<file path="src/rtl/disp_addr_pkg.sv">
package disp_addr_pkg;

  typedef enum logic {
    ORDER_HORIZ = 1'b0,
    ORDER_VERT  = 1'b1
  } adv_order_e;

  // Linear byte index of a (page, column) pair in a page-major array
  function automatic int unsigned lin_index(input int unsigned pg,
                                            input int unsigned cl,
                                            input int unsigned ncols);
    return pg * ncols + cl;
  endfunction

endpackage

</file>
<file path="src/rtl/disp_wrap_ctr.sv">
module disp_wrap_ctr #(
  parameter int unsigned LIMIT = 102,
  parameter int unsigned W     = 7
) (
  input  logic         clk,
  input  logic         rst_n,
  input  logic         ld,
  input  logic [W-1:0] ld_val,
  input  logic         step,
  output logic [W-1:0] cnt,
  output logic         at_max
);

  localparam logic [W-1:0] MAXV = W'(LIMIT - 1);

  logic ld_ok;
  logic ld_bad;

  assign ld_ok  = ld && (ld_val <= MAXV);
  assign ld_bad = ld && (ld_val > MAXV);
  assign at_max = (cnt == MAXV);

  always_ff @(posedge clk) begin
    if (!rst_n) begin
      cnt <= '0;
    end else if (ld_ok) begin
      cnt <= ld_val;
    end else if (step && !ld) begin
      cnt <= at_max ? '0 : cnt + 1'b1;
    end
  end

  assert_load_taken_R6: assert property (@(posedge clk) disable iff (!rst_n)
    ld_ok |=> cnt == $past(ld_val));

  assert_bad_load_ignored_R7: assert property (@(posedge clk) disable iff (!rst_n)
    ld_bad |=> $stable(cnt));

  assert_in_range_R7: assert property (@(posedge clk) disable iff (!rst_n)
    cnt <= MAXV);

endmodule

</file>
<file path="src/rtl/disp_flat_addr.sv">
module disp_flat_addr #(
  parameter int unsigned COLS = 102,
  parameter int unsigned CW   = 7,
  parameter int unsigned PW   = 4,
  parameter int unsigned AW   = 10
) (
  input  logic [PW-1:0] page_i,
  input  logic [CW-1:0] col_i,
  output logic [AW-1:0] addr_o
);
  import disp_addr_pkg::*;

  always_comb begin
    addr_o = AW'(lin_index(int'(page_i), int'(col_i), COLS));
  end

endmodule

</file>
<file path="src/rtl/disp_ram_addr_gen.sv">
module disp_ram_addr_gen #(
  parameter int unsigned COLS  = 102,
  parameter int unsigned PAGES = 9,
  localparam int unsigned CW   = $clog2(COLS),
  localparam int unsigned PW   = $clog2(PAGES),
  localparam int unsigned AW   = $clog2(COLS * PAGES)
) (
  input  logic          clk,
  input  logic          rst_n,
  input  logic          mode_ld,
  input  logic          mode_val,
  input  logic          col_ld,
  input  logic [CW-1:0] col_val,
  input  logic          page_ld,
  input  logic [PW-1:0] page_val,
  input  logic          wr_stb,
  output logic [CW-1:0] col,
  output logic [PW-1:0] page,
  output logic [AW-1:0] byte_addr
);
  import disp_addr_pkg::*;

  adv_order_e order_q;
  logic       wr_adv;
  logic       col_step;
  logic       page_step;
  logic       col_last;
  logic       page_last;
  logic       is_vert;

  always_ff @(posedge clk) begin
    if (!rst_n)       order_q <= ORDER_HORIZ;
    else if (mode_ld) order_q <= adv_order_e'(mode_val);
  end

  assign is_vert   = (order_q == ORDER_VERT);
  assign wr_adv    = wr_stb && !col_ld && !page_ld;
  assign col_step  = wr_adv && (!is_vert || page_last);
  assign page_step = wr_adv && ( is_vert || col_last);

  disp_wrap_ctr #(.LIMIT(COLS), .W(CW)) u_col_ctr (
    .clk   (clk),
    .rst_n (rst_n),
    .ld    (col_ld),
    .ld_val(col_val),
    .step  (col_step),
    .cnt   (col),
    .at_max(col_last)
  );

  disp_wrap_ctr #(.LIMIT(PAGES), .W(PW)) u_page_ctr (
    .clk   (clk),
    .rst_n (rst_n),
    .ld    (page_ld),
    .ld_val(page_val),
    .step  (page_step),
    .cnt   (page),
    .at_max(page_last)
  );

  disp_flat_addr #(.COLS(COLS), .CW(CW), .PW(PW), .AW(AW)) u_flat (
    .page_i(page),
    .col_i (col),
    .addr_o(byte_addr)
  );

  assert_reset_horiz_R1: assert property (@(posedge clk)
    !rst_n |=> (col == '0) && (page == '0) && (order_q == ORDER_HORIZ));

  assert_horiz_step_R2: assert property (@(posedge clk) disable iff (!rst_n)
    (wr_adv && !is_vert && !col_last) |=> (col == $past(col) + 1'b1) && $stable(page));

  assert_horiz_wrap_R3: assert property (@(posedge clk) disable iff (!rst_n)
    (wr_adv && !is_vert && col_last) |=> (col == '0) && (page != $past(page)));

  assert_vert_step_R4: assert property (@(posedge clk) disable iff (!rst_n)
    (wr_adv && is_vert && !page_last) |=> (page == $past(page) + 1'b1) && $stable(col));

  assert_vert_wrap_R5: assert property (@(posedge clk) disable iff (!rst_n)
    (wr_adv && is_vert && page_last) |=> (page == '0) && (col != $past(col)));

  assert_load_priority_R8: assert property (@(posedge clk) disable iff (!rst_n)
    (col_ld && !page_ld) |=> $stable(page));

  assert_addr_range_R9: assert property (@(posedge clk) disable iff (!rst_n)
    byte_addr < AW'(COLS * PAGES));

  assert_idle_hold_R11: assert property (@(posedge clk) disable iff (!rst_n)
    (!wr_stb && !col_ld && !page_ld) |=> $stable(col) && $stable(page));

endmodule

</file>
<file path="config.mk">
export PLATFORM = sky130hd
export DESIGN_NAME = disp_ram_addr_gen
export DESIGN_NICKNAME = d
export VERILOG_FILES = /design/src/rtl/disp_addr_pkg.sv /design/src/rtl/disp_wrap_ctr.sv /design/src/rtl/disp_flat_addr.sv /design/src/rtl/disp_ram_addr_gen.sv
export SDC_FILE = /design/constraint.sdc
export NUM_CORES = 1
export LEC_CHECK = 0
export BUFFER_PORTS_ARGS = -buffer_cell sky130_fd_sc_hd__buf_2
export CAP_MARGIN = 20
export CORE_MARGIN = 2
export CORE_UTILIZATION = 53
export DETAILED_ROUTE_END_ITERATION = 7
export MAX_ROUTING_LAYER = met4
export PLACE_DENSITY_LB_ADDON = 0.1
export SKIP_LAST_GASP = 1
export SYNTH_ARGS = -nofsm -noshare
export SYNTH_HDL_FRONTEND = slang
export SYNTH_HIERARCHICAL = 1
export SYNTH_SLANG_ARGS = --single-unit
</file>
<file path="constraint.sdc">
create_clock -name clk -period 4.2 [get_ports clk]
set_clock_uncertainty 0.15 [all_clocks]
set_input_delay 0.84 -clock clk [delete_from_list [all_inputs] [get_ports clk]]
set_output_delay 0.84 -clock clk [all_outputs]
set_load 0.01 [all_outputs]
</file>
# Yosys cells after proc, flatten, opt, wreduce, memory -nomap -nowiden
# Index checks and enable logic that the tools add are counted.
dict set report totals {
  register_bits 12
  in_bits 18
  out_inout_bits 21
  word_cells 32
}
dict set report op_classes {
  n_addsub 3
  multipliers 1
  n_lt_le_gt_ge 2
  eq_ne 2
  mux 6
  n_reduce_logical 15
}
# op n
set op_table {}
lappend op_table {{2-to-1 mux 7 bit} 3}
lappend op_table {{2-to-1 mux 4 bit} 3}
lappend op_table {{adder 10 x 7 -> 10 bit} 1}
lappend op_table {{multiplier 4 x 6 -> 9 bit, second input constant} 1}
lappend op_table {{logical AND 1 bit} 8}
lappend op_table {{adder 7 x 1 -> 7 bit, second input constant} 1}
lappend op_table {{== test 7 bit, second input constant} 1}
lappend op_table {{less-or-equal comparator 7 bit, second input constant} 1}
lappend op_table {{adder 4 x 1 -> 4 bit, second input constant} 1}
lappend op_table {{== test 4 bit, second input constant} 1}
lappend op_table {{less-or-equal comparator 4 bit, second input constant} 1}
lappend op_table {{nonzero test 2 bit} 2}
lappend op_table {{zero test 1 bit} 3}
lappend op_table {{logical OR 1 bit} 2}

# Longest topological paths before layout
dict set report logic_depth {
  ltp_word 7
  mapped_depth 12
  mapped_depth_nobuf 12
}

# By module
# The synthesis kept the hierarchy.
# module instances cells_each area_per_inst_um2 seq_area_each_um2
set by_module_without_submodules {}
lappend by_module_without_submodules {{disp_wrap_ctr (u_col_ctr)} 1 66 531.8 140.1}
lappend by_module_without_submodules {disp_flat_addr 1 60 523.0 0.0}
lappend by_module_without_submodules {{disp_wrap_ctr (u_page_ctr)} 1 33 282.8 80.1}
lappend by_module_without_submodules {disp_ram_addr_gen 1 7 76.3 20.0}

# Worst setup path after synthesis
# Ideal clock, no wire load.
dict set report synth_path {
  kind {reg-to-output}
  from {reg u_page_ctr.cnt[2]}
  to {out byte_addr[8]}
  t_arrival_ns 2.647
  required_time_ns 3.210
  setup_slack_ns 0.563
  path_stages_with_launch 12
  n_path_buf 0
  path_cell_list {dfxtp_1 -> inv_1 -> ha_1 -> inv_1 -> ha_1 -> ha_1 -> a31oi_1 -> xnor2_1 -> ha_1 -> or4_1 -> o211ai_2 -> xnor2_1}
}
dict set report synth_via {
  elab_chain_len 2
}
# element line
set synth_lines {}
lappend synth_lines {{start, declared} disp_wrap_ctr.sv:10} ;# output logic [W-1:0] cnt,
lappend synth_lines {{start signal, assigned} disp_wrap_ctr.sv:27} ;# cnt <= ld_val;
lappend synth_lines {{start signal, assigned} disp_wrap_ctr.sv:29} ;# cnt <= at_max ? '0 : cnt + 1'b1;
lappend synth_lines {{multiplier 4 x 6 -> 9 bit} disp_addr_pkg.sv:12} ;# return pg * ncols + cl;
lappend synth_lines {{adder 10 x 7 -> 10 bit} disp_addr_pkg.sv:12}
lappend synth_lines {{end, declared} disp_ram_addr_gen.sv:19} ;# output logic [AW-1:0] byte_addr
# Every way passes these cells.

# Final worst setup path
# Same ends and word-level chain as after synthesis.

==> summary.md <==
| Metric | Value |
|---|---|
| Status | completed |
| Max-cap violation count | 0 |
| Syn Inst Count | 166 |
| CTS tree | done |
| Asr flop ratio synth | 0% |
| Initial antenna violation count | 0 |
| Global router's overall resource usage | 22.5% |
| Final antenna-violating net count | 0 |
| Min-delay worst type | register to register |
| Syn. warnings | 6 |
| Final hold vios | 0 |
| DR WL/cell | 14.0 um |
| Worst R2R Path Depth | 10 |
| Clock buffer depth | 2 |
| Core Region | between 0.002 and 0.0025 mm^2 |
| Area leader, netlist | ha_1 |
| Synth area leaders | ha_1 (18%), dfxtp_1 (17%), xnor2_1 (5.6%), a21oi_1 (4.2%), nand2_1 (3.5%) |
| First-pass GRT wire length | 5660 um |
| H-tree depth | 1 |
| Vias in the first global route | approximately 1,300 |
| CTS Buf Count | 3 |
| Synth cell types | 52 |
| Critical Path AT | around 3000 ps |
| FF+latch count, synth | 12 |
| Reg-to-reg setup timing slack | 1560 ps |
| Reg clk slew, reported paths | 80 ps |
| Initial core utilization | 56.6% |
| CP max FO | 10 |
| Via count | roughly 1,400 |
| Placed inst area | approximately 0.0016 mm^2 |
| Slew at the pin with the worst max-slew slack | 549 ps |
| DRT iter0 DRCs | 40 |
| Die Ht | 55.7 um |
| Minimum clock period | 3990 ps |
| Element type at the critical path end | output pin |
| Chip width | 55.7 um |
| Worst hold slack | 388 ps |
| CTS Sinks | 12 |
| Hpwl dp | 2600 um |
| Pre-Repair DR Iteration Count | 4 |
| Crit path setup slack, layout | 209 ps |
| Non-filler cells, final | 236 |
| Post-CTS Setup Bufs | 0 |
| Vias per inst | 5.87 |
| Post-Syn Nets | 205 |
| Max Clk Rate | ~250 MHz |
| Worst Setup Path Type | register to output pin |
| Synthesis-to-layout area growth | 17.4% |
| Worst setup path startpoint | u_page_ctr/cnt[2] |
| Die area | a little over 0.003 mm^2 |
| RSZ-0062 raised after global routing | false |
| # setup viols final | 0 |
| Clock Latency Late Sink | about 270 ps |
| # fillers | 225 |
| Fin crit share | 95.0% |
| DRC | 0 |
| Synth cell count leaders | ha_1 (20), nand2_1 (13), a21oi_1 (12), dfxtp_1 (12), inv_1 (11) |
| Worst Setup EP | byte_addr[8] |
| Syn_area_per_cell | about 8.5 um^2 |
| Rows | 18 |
| Worst Setup Start Kind | register |
| Final WL | between 3000 and 4000 um |
| Share of cells above drive strength 1 | 29.1% |
| Placement Setup Slack | 363 ps |
| Sequential fraction of the synthesis area | about 17% |
| P_leak | 0.863 nW |
| Slew HR | 63.3% |
| GPL Wtd Cong | approximately 0.86 |
| Placed Cells | 233 |
| Largest net degree at the start of global routing | 18 |
| Finished Cell Area | between 0.0015 and 0.002 mm^2 |
| Peak VDD IR | 161 uV |
| IO Port Bufs | 38 |
| Power Density | 211 mW/mm^2 |
| Final nets | 247 |
| Ports | 39 |
| Setup_tns | 0 ps |
| Worst Path Required | between 3000 and 4000 ps |
| Max-slew violation count | 0 |
| Grt total ovfl | 0 |
| Number of enable flip-flop cells after synthesis | 0 |
| Top cell type's share of synthesized area | 17.7% |
| Number of diodes | 0 |
| Worst R2R End | u_col_ctr/cnt[3] |
| Main synth FF type | dfxtp_1 |
| R2R Path Start | u_page_ctr/cnt[0] |
| Top-count cell post-synth | ha_1 |
| Mapped Area | 0.00141 mm^2 |
| Root Driver | clkbuf_4 |
registers in the layout (all words and copies together), names as in the netlist:
| register | flops |
|---|---|
| is_vert | 1 |
| u_col_ctr/cnt | 7 |
| u_page_ctr/cnt | 4 |
how the worst min path moves through the flow:
stage            start      end  cells after the start
6_report       is_vert  is_vert                      2
5_1_grt        is_vert  is_vert                      2
4_1_cts        is_vert  is_vert                      2
3_5_place_dp   is_vert  is_vert                      2
3_3_place_gp   is_vert  is_vert                      2
2_1_floorplan  is_vert  is_vert                      2
cells by family after synthesis:
kind of cell             Yosys count  share of synthesized area (%)
AO/OA/AOI/OAI                     51                           25.8
XOR/XNOR                          13                           8.59
adder cells (fa/ha/maj)           21                           19.1
buffers and inverters             14                           4.25
flip-flops                        12                           17.0
multiplexers                       4                           2.83
AND/OR/NAND/NOR                   51                           22.4
power by group:
part	switching, W	internal [W]	total [W]
clock network	0.0000398	0.0000331	0.0000729
registers	0.0000126	0.000121	0.000133
logic	0.0000784	0.0000652	0.000144
total	0.000131	0.000219	0.000350
cell type report:
class	count	area (um^2)	area share (%)
tap	30	37.5	2.26
clock buffer	3	22.5	1.36
multi-input combinational	140	1110	67.1
inverter	12	45.0	2.71
timing repair buffer	39	198	11.9
sequential	12	244	14.7
placed cells by master, fill, tap and decap left out, drive strengths merged, types with 2 or more instances in the layout:
master	n
or2	2
a21oi	13
nor2	8
a31oi	4
nand3	8
a211oi	3
inv	12
and2b	2
o21a	3
nor2b	4
nand2	13
a32oi	2
nor3	2
xor2	3
buf	39
clkbuf	3
ha	20
xnor2	10
o211ai	3
nor4b	2
dfxtp	12
o21ai	11
mux2i	4
nand4	2
a21o	3
routing by layer:
metal	part of all wire [%]	vias up	GRT usage, %
li1	-	700	-
met3	3.7	8	1.40
met4	1.7	0	6.97
met1	46	640	29.7
met5	0	-	-
met2	48	38	36.9
worst max-delay path, stage by stage (launching register included):
cell      delay (ps)
dfxtp_4          400
inv_1             50
ha_1             270
inv_1             40
ha_1             210
ha_1             340
a31oi_1          230
xnor2_1          100
ha_1             230
or4_1            490
o211ai_2         100
xnor2_1          130
buf_2            140
per-stage QoR:
stage,power (W),util [%]
after CTS,0.000353,66.3
final,0.000350,66.4
after global routing,0.000373,66.4
after detailed placement,0.000279,65.4
after floorplan,0.000229,-
after global placement,0.000275,65.4
what timing repair did:
action / 4_1_cts / 5_1_grt
endpoints found under the setup margin: 0 / 3
hold buffers: 0 / 0
gates resized for setup: 0 / 2
No activity file was read; power rests on OpenSTA's default activity.
